[config.mk]
export PLATFORM = sky130hd
export DESIGN_NAME = io_block_in_engine
export DESIGN_NICKNAME = d
export VERILOG_FILES = /design/src/rtl/io_in_pkg.sv /design/src/rtl/io_in_flags.sv /design/src/rtl/io_in_tstates.sv /design/src/rtl/io_block_in_engine.sv
export SDC_FILE = /design/constraint.sdc
export NUM_CORES = 1
export LEC_CHECK = 0
export ABC_AREA = 1
export BUFFER_PORTS_ARGS = -buffer_cell sky130_fd_sc_hd__buf_2
export CAP_MARGIN = 20
export CORE_UTILIZATION = 51
export CTS_CLUSTER_SIZE = 30
export DETAILED_ROUTE_END_ITERATION = 10
export PLACE_DENSITY = 0.79
export SYNTH_ARGS = -nofsm -noshare
export SYNTH_HDL_FRONTEND = slang
export SYNTH_SLANG_ARGS = --single-unit
[constraint.sdc]
create_clock -name clk -period 3.22 [get_ports clk]
set_input_delay 0.805 -clock clk [delete_from_list [all_inputs] [get_ports clk]]
set_output_delay 0.805 -clock clk [all_outputs]
set_load 0.005 [all_outputs]
[src/rtl/io_in_pkg.sv]
package io_in_pkg;
  typedef enum logic [2:0] {
    ST_IDLE,
    ST_READ,
    ST_WRITE,
    ST_UPD,
    ST_DONE
  } eng_state_t;

  localparam int unsigned FLAG_S  = 7;
  localparam int unsigned FLAG_Z  = 6;
  localparam int unsigned FLAG_Y  = 5;
  localparam int unsigned FLAG_H  = 4;
  localparam int unsigned FLAG_X  = 3;
  localparam int unsigned FLAG_PV = 2;
  localparam int unsigned FLAG_N  = 1;
  localparam int unsigned FLAG_C  = 0;

  localparam int unsigned COST_FETCH  = 5;
  localparam int unsigned COST_IORD   = 3;
  localparam int unsigned COST_MEMWR  = 4;
  localparam int unsigned COST_EXTRA  = 1;
  localparam int unsigned COST_REPEAT = 5;
endpackage

[src/rtl/io_in_flags.sv]
module io_in_flags
  import io_in_pkg::*;
#(
  parameter int unsigned DW = 8
) (
  input  logic [DW-1:0] xfer_byte,
  input  logic [DW-1:0] port_byte,
  input  logic [DW-1:0] cnt_next,
  output logic [7:0]    flags
);
  logic [DW-1:0] port_inc;
  logic [DW:0]   sum_w;
  logic [DW-1:0] par_vec;

  always_comb begin
    port_inc = port_byte + 1'b1;
    sum_w    = {1'b0, xfer_byte} + {1'b0, port_inc};
    par_vec  = (sum_w[DW-1:0] & DW'(7)) ^ cnt_next;
    flags            = '0;
    flags[FLAG_S]    = cnt_next[DW-1];
    flags[FLAG_Z]    = (cnt_next == '0);
    flags[FLAG_Y]    = cnt_next[5];
    flags[FLAG_X]    = cnt_next[3];
    flags[FLAG_H]    = sum_w[DW];
    flags[FLAG_C]    = sum_w[DW];
    flags[FLAG_N]    = xfer_byte[DW-1];
    flags[FLAG_PV]   = ~(^par_vec);
  end
endmodule

[src/rtl/io_in_tstates.sv]
module io_in_tstates
  import io_in_pkg::*;
#(
  parameter int unsigned TW = 16
) (
  input  logic          clk,
  input  logic          rst_n,
  input  logic          clr,
  input  logic          step,
  input  logic          rpt,
  output logic [TW-1:0] count
);
  localparam logic [TW-1:0] PASS_COST =
    TW'(COST_FETCH + COST_IORD + COST_MEMWR + COST_EXTRA);
  localparam logic [TW-1:0] RPT_COST = TW'(COST_REPEAT);

  always_ff @(posedge clk or negedge rst_n) begin
    if (!rst_n)      count <= '0;
    else if (clr)    count <= '0;
    else if (step)   count <= count + PASS_COST + (rpt ? RPT_COST : '0);
  end


  tstate_step_chk: assert property (@(posedge clk) disable iff (!rst_n)
    (step && !clr) |=> (count - $past(count)) == (($past(rpt)) ? PASS_COST + RPT_COST : PASS_COST));


  tstate_hold_chk: assert property (@(posedge clk) disable iff (!rst_n)
    (!step && !clr) |=> $stable(count));
endmodule

[src/rtl/io_block_in_engine.sv]
module io_block_in_engine
  import io_in_pkg::*;
#(
  parameter int unsigned DW = 8,
  parameter int unsigned TW = 16,
  localparam int unsigned PW = 2 * DW
) (
  input  logic          clk,
  input  logic          rst_n,
  input  logic          start,
  input  logic [PW-1:0] start_bc,
  input  logic [PW-1:0] start_hl,
  output logic          busy,
  output logic          io_rd_valid,
  output logic [PW-1:0] io_rd_addr,
  input  logic          io_rd_ready,
  input  logic [DW-1:0] io_rd_data,
  output logic          mem_wr_valid,
  output logic [PW-1:0] mem_wr_addr,
  output logic [DW-1:0] mem_wr_data,
  input  logic          mem_wr_ready,
  output logic [TW-1:0] tstates,
  output logic          done,
  output logic [PW-1:0] out_bc,
  output logic [PW-1:0] out_hl,
  output logic [7:0]    out_flags
);
  eng_state_t    state_q;
  logic [DW-1:0] cnt_q, port_q, data_q, cnt_next;
  logic [PW-1:0] ptr_q;
  logic [7:0]    flags_q, flags_new;
  logic          accept_start, upd;

  assign accept_start = start && (state_q == ST_IDLE);
  assign upd          = (state_q == ST_UPD);
  assign cnt_next     = cnt_q - 1'b1;

  io_in_flags #(.DW(DW)) flags_i (
    .xfer_byte (data_q),
    .port_byte (port_q),
    .cnt_next  (cnt_next),
    .flags     (flags_new)
  );

  io_in_tstates #(.TW(TW)) tcnt_i (
    .clk   (clk),
    .rst_n (rst_n),
    .clr   (accept_start),
    .step  (upd),
    .rpt   (cnt_next != '0),
    .count (tstates)
  );

  always_ff @(posedge clk or negedge rst_n) begin
    if (!rst_n) begin
      state_q <= ST_IDLE;
      cnt_q   <= '0;
      port_q  <= '0;
      ptr_q   <= '0;
      data_q  <= '0;
      flags_q <= '0;
    end else begin
      unique case (state_q)
        ST_IDLE: if (start) begin
          cnt_q   <= start_bc[PW-1:DW];
          port_q  <= start_bc[DW-1:0];
          ptr_q   <= start_hl;
          state_q <= ST_READ;
        end
        ST_READ: if (io_rd_ready) begin
          data_q  <= io_rd_data;
          state_q <= ST_WRITE;
        end
        ST_WRITE: if (mem_wr_ready) state_q <= ST_UPD;
        ST_UPD: begin
          cnt_q   <= cnt_next;
          ptr_q   <= ptr_q + 1'b1;
          flags_q <= flags_new;
          state_q <= (cnt_next == '0) ? ST_DONE : ST_READ;
        end
        ST_DONE: state_q <= ST_IDLE;
        default: state_q <= ST_IDLE;
      endcase
    end
  end

  assign busy         = (state_q != ST_IDLE);
  assign done         = (state_q == ST_DONE);
  assign io_rd_valid  = (state_q == ST_READ);
  assign io_rd_addr   = {cnt_q, port_q};
  assign mem_wr_valid = (state_q == ST_WRITE);
  assign mem_wr_addr  = ptr_q;
  assign mem_wr_data  = data_q;
  assign out_bc       = {cnt_q, port_q};
  assign out_hl       = ptr_q;
  assign out_flags    = flags_q;


  rd_hold_chk: assert property (@(posedge clk) disable iff (!rst_n)
    (io_rd_valid && !io_rd_ready) |=> (io_rd_valid && $stable(io_rd_addr)));


  wr_hold_chk: assert property (@(posedge clk) disable iff (!rst_n)
    (mem_wr_valid && !mem_wr_ready) |=>
      (mem_wr_valid && $stable(mem_wr_addr) && $stable(mem_wr_data)));


  wr_after_rd_chk: assert property (@(posedge clk) disable iff (!rst_n)
    (io_rd_valid && io_rd_ready) |=> (mem_wr_valid && mem_wr_data == $past(io_rd_data)));


  final_cnt_zero_chk: assert property (@(posedge clk) disable iff (!rst_n)
    done |-> (out_bc[PW-1:DW] == '0));


  chan_excl_chk: assert property (@(posedge clk) disable iff (!rst_n)
    $onehot0({io_rd_valid, mem_wr_valid, done}));


  done_pulse_chk: assert property (@(posedge clk) disable iff (!rst_n)
    done |=> (!done && !busy));


  start_busy_chk: assert property (@(posedge clk) disable iff (!rst_n)
    (start && busy && io_rd_valid && !io_rd_ready) |=> $stable(out_bc) && $stable(out_hl));
endmodule

==> results of run 1 <==
==> through the flow <==
stage	instance area, sq um	power, uW
after global placement	4940	4460
after detailed placement	4940	4620
after floorplan	4360	3790
final	5220	5450
after global routing	5220	5990
after CTS	5150	5380
==> flip-flops by register name, summed over array words and instances (netlist names) <==
signal        flops
mem_wr_data       8
state_q           3
out_flags         7
mem_wr_addr      16
port_q            8
cnt_q             8
tcnt_i.count     16
==> worst paths after layout <==
check | startpoint | to | slack, ns | depth (start not counted)
setup / recovery | cnt_q[1] | tcnt_i.count[12] | 0.15 | 23
hold / removal | out_flags[5] | out_flags[5] | 0.49 | 2
setup reg to reg | cnt_q[1] | tcnt_i.count[12] | 0.15 | 23
hold reg to reg | out_flags[5] | out_flags[5] | 0.49 | 2
max in group asynchronous | rst_n | mem_wr_data[7] | 2.04 | 2
min in group asynchronous | rst_n | mem_wr_addr[14] | 0.52 | 1
==> critical path: stages, from the launching register on <==
cell     delay, ns
dfrtp_1       0.43
nor2_2        0.14
nand3_2       0.11
nor2_2        0.13
nand2_1       0.09
o21ai_1       0.12
nand2_1       0.08
inv_1         0.07
ha_1          0.16
nand3_1       0.09
nor2_2        0.14
nand3_2       0.10
inv_2         0.07
ha_1          0.13
inv_1         0.06
ha_4          0.16
a21oi_1       0.39
o21ai_4       0.12
nand2_2       0.12
nor2_4        0.04
nand2_1       0.07
nand2_1       0.05
nand2_1       0.05
nor2_1        0.04
==> logic make-up (layout without fill, tap and decap cells) <==
logic type | Yosys count | count (layout) | synth area share
xor gates and xnor gates | 14 | 14 | 0.0281
muxes | 6 | 6 | 0.0198
adders and majority gates | 21 | 21 | 0.0620
DFF | 66 | 66 | 0.379
and+or+nand+nor | 284 | 284 | 0.280
AOI/OAI and AO/OA | 59 | 59 | 0.0801
buffers and inverters | 132 | 253 | 0.150
==> power breakdown <==
group | internal, uW | switching, uW
sequential | 1160 | 432
clock | 378 | 349
combinational | 1310 | 1820
==> synthesized netlist by cell type (all sizes together) <==
master | count | area share
ha | 20 | 0.057
o21bai | 1 | 0.0017
nand2 | 177 | 0.15
a22oi | 2 | 0.0034
nor4 | 1 | 0.0014
nand4 | 14 | 0.020
nand3b | 2 | 0.0034
nand3 | 32 | 0.041
a21oi | 12 | 0.014
o22ai | 5 | 0.0072
xor2 | 10 | 0.020
clkbuf | 2 | 0.0017
dfrtp | 66 | 0.38
nor2 | 43 | 0.039
or2 | 1 | 0.0014
xnor2 | 4 | 0.0080
o311ai | 1 | 0.0020
o221ai | 2 | 0.0040
a32o | 1 | 0.0023
buf | 45 | 0.076
o21ai | 26 | 0.030
o211ai | 8 | 0.014
a22o | 1 | 0.0020
inv | 85 | 0.073
nor3 | 14 | 0.020
fa | 1 | 0.0046
mux2 | 6 | 0.020
==> per-layer routing <==
metal / vias to the layer above / part of all wire / GRT usage
met5: - / 0 / 0
met3: 27 / 0.063 / 0.0483
li1: 2052 / - / -
met4: 0 / 0.027 / 0.136
met1: 1965 / 0.41 / 0.301
met2: 182 / 0.50 / 0.462
==> final cells by class <==
cell class,count,share of cell area
flip-flops and latches,66,0.316
multi-input cells,384,0.407
clock buffers,10,0.0263
repair buffers,152,0.152
inverters,85,0.0611
well taps,105,0.0251
clock inverters,6,0.0127
==> timing repair <==
action / CTS / global route
pin swaps: 0 / 5
setup endpoints to repair: 3 / 12
setup buffers: 0 / 1
resized for setup: 2 / 19
==> results.json, run 1 <==
{
  "ys_warn_count": 0,
  "clkLatencyLatePin_ns": 0.35,
  "powerDensity_nw_per_um2": 1040,
  "drive_gt1_frac": 0.284,
  "fin_nets": 764,
  "worst_slack_ns": 0.149,
  "finalMaxSlewViolations": 0,
  "drc": 0,
  "fin_crit_ns": 3.07,
  "cts.clk_slew.worst_paths_ns": 0.08,
  "ios": 145,
  "ys_seq_area_frac": 0.379,
  "ant_nets": 0,
  "layout_common_cells": "nand2_1, buf_2, inv_1",
  "vias_per_cell": 5.23,
  "coreArea_sq_um": 8260,
  "syn-cell-area_sq_um": 4360,
  "seqCellArea_sq_um": 1650,
  "status": "completed",
  "post_drt_wl_per_cell_microns": 14.3,
  "synthDistinctLibCells": 38,
  "port_buffers": 144,
  "hold_buffers": 0,
  "setup_violations": 0,
  "fillers": 753,
  "stdcell_count": 808,
  "hold_class": "register to register",
  "synthCells": 582,
  "ys_ff_latch": 66,
  "hold_ws_ns": 0.488,
  "tritoncts": "built",
  "root_buffer": "clkbuf_8",
  "antenna_found_initial": 0,
  "cp-start-kind": "register",
  "synth_nets": 648,
  "clock-sinks": 66,
  "min_period_over_period": 0.954,
  "diodes": 0,
  "post-route-util": 0.633,
  "grt_max_degree": 39,
  "clockBufferDepth": 2,
  "cts.htree.levels": 3,
  "die-area_sq_um": 8920,
  "endpoint_kind": "register",
  "cp.arrival_ns": 3.31,
  "fp.dieH_microns": 94.4,
  "totalWireLength_microns": 11500,
  "grt_use_total": 0.262,
  "syn_to_final_growth_pct": 19.9,
  "grt_pass1_vias": 3966,
  "maxCapViolCount": 0,
  "gp_congestion": 0.911,
  "die_w_microns": 94.4,
  "layout_commonest_cell": "nand2_1",
  "grt_pass1_wl_microns": 18000,
  "worst_pin_slew_ns": 0.753,
  "overflow": 0,
  "syn_area_per_cell_sq_um": 7.49,
  "slew_headroom": 0.498,
  "numCtsBuffers": 9,
  "skew_ns": 0.0101,
  "dr.first_iter.drc_count": 149,
  "dpl.cell_count": 791,
  "ir_drop_mv": 0.598,
  "place_ws_ns": 0.00230,
  "hold_viol_final": 0,
  "num_rows": 33,
  "leakage_uw": 0.00291,
  "max_freq_mhz": 326,
  "path_class": "register to register",
  "cp.required_ns": 3.46,
  "multi_input_area_sq_um": 2120,
  "dp_hpwl_microns": 8520,
  "finalSetupTns_ns": 0,
  "worstPathMaxFanout": 4,
  "dr.pass1.iters": 5,
  "num_vias": 4226,
  "start_util": 0.528
}
Note: power is estimated with default switching activity, not from simulation.
==> run 2, diff against run 1 <==
--- a/config.mk
+++ b/config.mk
@@ -8,10 +8,10 @@
 export ABC_AREA = 1
 export BUFFER_PORTS_ARGS = -buffer_cell sky130_fd_sc_hd__buf_2
 export CAP_MARGIN = 20
-export CORE_UTILIZATION = 51
+export CORE_UTILIZATION = 46
 export CTS_CLUSTER_SIZE = 30
 export DETAILED_ROUTE_END_ITERATION = 10
-export PLACE_DENSITY = 0.79
+export PLACE_DENSITY = 0.75
 export SYNTH_ARGS = -nofsm -noshare
 export SYNTH_HDL_FRONTEND = slang
 export SYNTH_SLANG_ARGS = --single-unit
==> constraint.sdc (replaced) <==
create_clock -name clk -period 2.5 [get_ports clk]
set_input_delay 0.625 -clock clk [delete_from_list [all_inputs] [get_ports clk]]
set_output_delay 0.625 -clock clk [all_outputs]
set_load 0.005 [all_outputs]
==> run 2 against run 1 <==
- the run now ends with negative setup slack left
- critical path depth is 2 lower
- critical endpoint is now tcnt_i.count[11]
- first-iteration DRC count is 5.4% higher
- fmax is 1.8% higher
- largest cell class unchanged
==> results.json, run 2 (same netlist as run 1, synthesis figures left out) <==
{
  "slew_headroom": 0.647,
  "clock-sinks": 66,
  "skew_ns": 0.0102,
  "path_cells": "nor2_4, nand3_4, nor2_4, nand2_2, o21ai_2, nand2_1, inv_1, ha_2, nand3_2, nor2_2, nand3_2, inv_2, ha_4, inv_2, ha_4, nand2_4, o21ai_4, nand4_1, o21ai_1, nand2_1, inv_1",
  "finalMaxSlewViolations": 0,
  "die-area_sq_um": 9860,
  "layout_commonest_cell": "nand2_1",
  "ant_nets": 0,
  "dpl.cell_count": 818,
  "max_freq_mhz": 332,
  "min_period_over_period": 1.21,
  "dr.pass1.iters": 5,
  "syn_to_final_growth_pct": 33.9,
  "powerDensity_nw_per_um2": 1400,
  "ir_drop_mv": 0.844,
  "hold_class": "input port to async pin",
  "cp.required_ns": 2.79,
  "power_frac_comb": 0.637,
  "hold_buffers": 0,
  "fillers": 817,
  "drc": 0,
  "tritoncts": "built",
  "leakage_uw": 0.00321,
  "ios": 145,
  "reg2regPathDepth": 21,
  "stdcell_count": 864,
  "clockBufferDepth": 2,
  "cts.htree.levels": 3,
  "num_rows": 35,
  "dr.first_iter.drc_count": 157,
  "worst_pin_slew_ns": 0.529,
  "fin_crit_ns": 3.02,
  "cp.arrival_ns": 3.30,
  "endpoint_kind": "register",
  "drive_gt1_frac": 0.369,
  "layout_common_cells": "nand2_1, buf_2, inv_1",
  "fin_nets": 814,
  "grt_max_degree": 35,
  "cp_slowest_cell": "dfrtp_1",
  "fp.dieH_microns": 99.3,
  "grt_pass1_wl_microns": 19500,
  "overflow": 0,
  "cp_slowest_stage_delay_ns": 0.43,
  "p_switching_uw": 3760,
  "start_util": 0.474,
  "violations": "negative setup slack",
  "hold_viol_final": 0,
  "die_w_microns": 99.3,
  "pwr-share-clk": 0.114,
  "place_ws_ns": -0.423,
  "worst_slack_ns": -0.516,
  "clkLatencyLatePin_ns": 0.34,
  "post-route-util": 0.634,
  "worstPathMaxFanout": 5,
  "rsz0062_at_grt": "yes",
  "grt_use_total": 0.251,
  "dp_hpwl_microns": 8420,
  "status": "finished with violations",
  "cts.clk_slew.worst_paths_ns": 0.08,
  "totalWireLength_microns": 12800,
  "cp-start-kind": "register",
  "swShare": 0.459,
  "num_vias": 4516,
  "antenna_found_initial": 0,
  "numCtsBuffers": 9,
  "vias_per_cell": 5.23,
  "diodes": 0,
  "post_drt_wl_per_cell_microns": 14.9,
  "root_buffer": "clkbuf_8",
  "coreArea_sq_um": 9200,
  "setup_violations": 18,
  "maxCapViolCount": 0,
  "p_int_uw": 4440,
  "path_class": "register to register",
  "p_seq_frac": 0.249,
  "port_buffers": 144,
  "grt_pass1_vias": 4254,
  "gp_congestion": 0.845
}
run 2: final cells by class:
cell class,count,area [sq um],area share
multi-input cells,384,2280,0.391
flip-flops and latches,66,1650,0.284
repair buffers,202,1230,0.211
inverters,85,324,0.0555
clock inverters,6,66.3,0.0114
well taps,111,139,0.0238
clock buffers,10,138,0.0236
run 2: final timing paths:
kind,start,to,slack (ns)
max in group asynchronous,rst_n,cnt_q[0],1.64
hold / removal,rst_n,mem_wr_addr[14],0.25
min in group clk,start_bc[4],port_q[4],0.47
hold reg to reg,out_flags[3],out_flags[3],0.49
setup reg to reg,cnt_q[1],tcnt_i.count[11],-0.52
setup / recovery,cnt_q[1],tcnt_i.count[11],-0.52
run 2: timing repair:
action / in CTS / in global routing
pin swaps: 15 / 16
resized for setup: 12 / 41
endpoints found under the setup margin: 14 / 19
setup buffers: 29 / 6
run 2: per-stage QoR:
stage / area, sq um / total power [uW] / hold WS [ns] / setup TNS (ns)
after floorplan: 4450 / 5020 / 0.329 / -1.55
after global placement: 5200 / 6100 / 0.461 / -2.38
after detailed placement: 5200 / 6300 / 0.469 / -4.42
after CTS: 5660 / 7720 / 0.256 / -4.71
after global routing: 5830 / 8880 / 0.280 / -8.65
final: 5830 / 8200 / 0.245 / -6.17
run 2: power by group through the flow:
stage               logic (uW)  clock network, uW  registers (uW)
global route              5770                997            2110
finish                    5220                935            2040
global placement          4120                  0            1980
detailed placement        4290                  0            2020
floorplan                 3030                  0            1990
CTS                       4770                948            2010
run 2: routing by layer:
metal,wire length (microns),track usage,share of wire,up-vias
li1,-,-,-,2157
met1,5270,0.295,0.41,2134
met2,6430,0.460,0.50,192
met3,748,0.0351,0.058,33
met4,384,0.101,0.030,0
met5,0,0,0,-
run 2: critical path: cells and delay by family (launching register included):
kind	cells	cell delay (ns)
buf+inv	4	0.23
compound gates	3	0.51
simple gates	11	1.19
fa+ha+maj	3	0.58
flops	1	0.43
==> run 3, diff against run 2 <==
--- a/config.mk
+++ b/config.mk
@@ -5,13 +5,13 @@
 export SDC_FILE = /design/constraint.sdc
 export NUM_CORES = 1
 export LEC_CHECK = 0
-export ABC_AREA = 1
 export BUFFER_PORTS_ARGS = -buffer_cell sky130_fd_sc_hd__buf_2
 export CAP_MARGIN = 20
-export CORE_UTILIZATION = 46
-export CTS_CLUSTER_SIZE = 30
+export CORE_UTILIZATION = 45
+export CTS_CLUSTER_SIZE = 25
 export DETAILED_ROUTE_END_ITERATION = 10
 export PLACE_DENSITY = 0.75
+export SLEW_MARGIN = 25
 export SYNTH_ARGS = -nofsm -noshare
 export SYNTH_HDL_FRONTEND = slang
 export SYNTH_SLANG_ARGS = --single-unit
==> run 3 against run 2 <==
- the flow still finishes with violations (negative setup slack)
- core utilization down 2.7 points
- flip-flop and latch count did not move
- largest power group unchanged
- worst hold slack improved by 0.098 ns
- non-clock buffer count shrank 26
==> results.json, run 3 <==
{
  "hold_viol_final": 0,
  "num_vias": 3449,
  "clockBufferDepth": 2,
  "cp.arrival_ns": 3.30,
  "clock-sinks": 66,
  "syn-cell-area_sq_um": 3890,
  "powerDensity_nw_per_um2": 1400,
  "min_period_over_period": 1.23,
  "post_drt_wl_per_cell_microns": 15.0,
  "grt_pass1_vias": 3297,
  "die_w_microns": 95.0,
  "port_buffers": 144,
  "worstPathMaxFanout": 6,
  "rrSetupSlack_ns": -0.58,
  "cp_slowest_cell": "or3_4",
  "dpl_cell_area_sq_um": 4740,
  "gp_congestion": 0.849,
  "crit_family": "simple AND/OR/NAND/NOR gates",
  "path_class": "register to register",
  "status": "finished with violations",
  "drc": 0,
  "cp_slowest_stage_delay_ns": 0.41,
  "synth_nets": 478,
  "ys_top_cells_by_area": "dfrtp_1, buf_4, ha_1",
  "stdcell_count": 659,
  "cp-start-kind": "register",
  "r2r-end": "tcnt_i.count[15]",
  "async_flop_share": 1.00,
  "ys_seq_area_frac": 0.424,
  "grt_max_degree": 37,
  "critPathMostFrequentCell": "ha_4",
  "max_freq_mhz": 325,
  "setup_violations": 15,
  "hold_class": "input port to async pin",
  "layout_commonest_cell": "buf_2",
  "violations": "negative setup slack",
  "hold_ws_ns": 0.343,
  "num_rows": 33,
  "dp_hpwl_microns": 7410,
  "ir_drop_mv": 0.863,
  "syn_to_final_growth_pct": 29.5,
  "worst_slack_ns": -0.578,
  "fin_crit_ns": 3.08,
  "synth_edf_count": 0,
  "ys_ff_latch": 66,
  "overflow": 0,
  "finalMaxSlewViolations": 0,
  "dpl.cell_count": 641,
  "cts.clk_slew.worst_paths_ns": 0.08,
  "fin_nets": 615,
  "endpoint_kind": "register",
  "worst_pin_slew_ns": 0.761,
  "hold_buffers": 0,
  "cts.htree.levels": 3,
  "cp.required_ns": 2.73,
  "dr.first_iter.drc_count": 176,
  "reg2regPathDepth": 15,
  "totalWireLength_microns": 9870,
  "diodes": 0,
  "leakage_uw": 0.00256,
  "ys.flop_type": "dfrtp_1",
  "path_cells": "or3_4, nor3_4, nor3b_2, xnor2_1, ha_2, and3_4, ha_4, inv_4, ha_4, ha_4, a21o_1, a21o_4, nand4_1, xor2_1, nor2_1",
  "crit_buf_inv": 1,
  "yosysTopAreaCell": "dfrtp_1",
  "tritoncts": "built",
  "path_depth": 15,
  "ios": 145,
  "regToRegStartpoint": "cnt_q[1]",
  "skew_ns": 0.0111,
  "finalSetupTns_ns": -7.07,
  "synthTopCellsByCount": "dfrtp_1, nand2_1, nor2_1",
  "yosysMostFrequentCell": "dfrtp_1",
  "synthCells": 412,
  "critPathCapture": "tcnt_i.count[15]",
  "vias_per_cell": 5.23,
  "rsz0062_at_grt": "yes",
  "synth_top_area_share": 0.424,
  "drive_gt1_frac": 0.422,
  "synthDistinctLibCells": 49,
  "grt_use_total": 0.226,
  "syn_area_per_cell_sq_um": 9.45,
  "start_util": 0.469,
  "root_buffer": "clkbuf_8",
  "stdcell_area_sq_um": 5040,
  "numCtsBuffers": 9,
  "maxCapViolCount": 0,
  "die-area_sq_um": 9030,
  "layout_common_cells": "buf_2, dfrtp_1, nand2_1",
  "ys_warn_count": 0,
  "dr.pass1.iters": 5,
  "place_ws_ns": -0.578,
  "antenna_found_initial": 0,
  "fp.dieH_microns": 95.0,
  "coreArea_sq_um": 8300,
  "cp-startpoint": "cnt_q[1]",
  "grt_pass1_wl_microns": 15500,
  "clkLatencyLatePin_ns": 0.34,
  "ant_nets": 0,
  "slew_headroom": 0.492
}
[run 3: worst min path at each step]
| stage | startpoint | to | slack [ns] |
|---|---|---|---|
| 2_1_floorplan | rst_n | cnt_q[0] | 0.33 |
| 3_3_place_gp | out_flags[1] | out_flags[1] | 0.45 |
| 3_5_place_dp | out_flags[1] | out_flags[1] | 0.46 |
| 4_1_cts | rst_n | mem_wr_addr[13] | 0.37 |
| 5_1_grt | rst_n | mem_wr_addr[14] | 0.39 |
| 6_report | rst_n | mem_wr_addr[13] | 0.34 |
[run 3: cells by family (layout without fill, tap and decap cells)]
kind of cell,after synthesis,count (layout),share of synthesized area
AO/OA/AOI/OAI,65,65,0.115
XOR/XNOR,34,34,0.0765
buffers and inverters,66,208,0.101
flip-flops,66,66,0.424
multiplexers,10,10,0.0280
AND/OR/NAND/NOR,150,150,0.186
adder cells (fa/ha/maj),21,21,0.0694
[run 3: through the flow]
step	util	total power, uW
global route	0.607	7640
global placement	0.572	5800
detailed placement	0.572	5950
floorplan	-	4710
finish	0.607	7080
CTS	0.600	7040
[run 3: area by class of cell]
cell class | count | area [sq um]
Fill cell | 765 | 3260
Multi-Input combinational cell | 280 | 2000
Sequential cell | 66 | 1650
Timing Repair Buffer | 176 | 977
Clock buffer | 11 | 141
Tap cell | 105 | 131
Clock inverter | 5 | 77.6
Inverter | 16 | 62.6
[run 3: where the power goes]
part / leakage, uW / switching [uW] / internal, uW
combinational: 0.00162 / 1920 / 2120
sequential: 0.000830 / 532 / 1490
clock: 0.000109 / 422 / 586
[run 3: metal layers]
metal | up-vias | share of wire | track usage
met2 | 131 | 0.50 | 0.393
met1 | 1651 | 0.43 | 0.277
met3 | 8 | 0.066 | 0.0467
met5 | - | 0 | 0
met4 | 0 | 0.0088 | 0.0795
li1 | 1659 | - | -
[run 3: what timing repair did]
action | 4_1_cts | 5_1_grt
buffers inserted | 1 | 1
pin swaps | 0 | 8
gates resized for setup | 2 | 12
setup endpoints to repair | 15 | 16
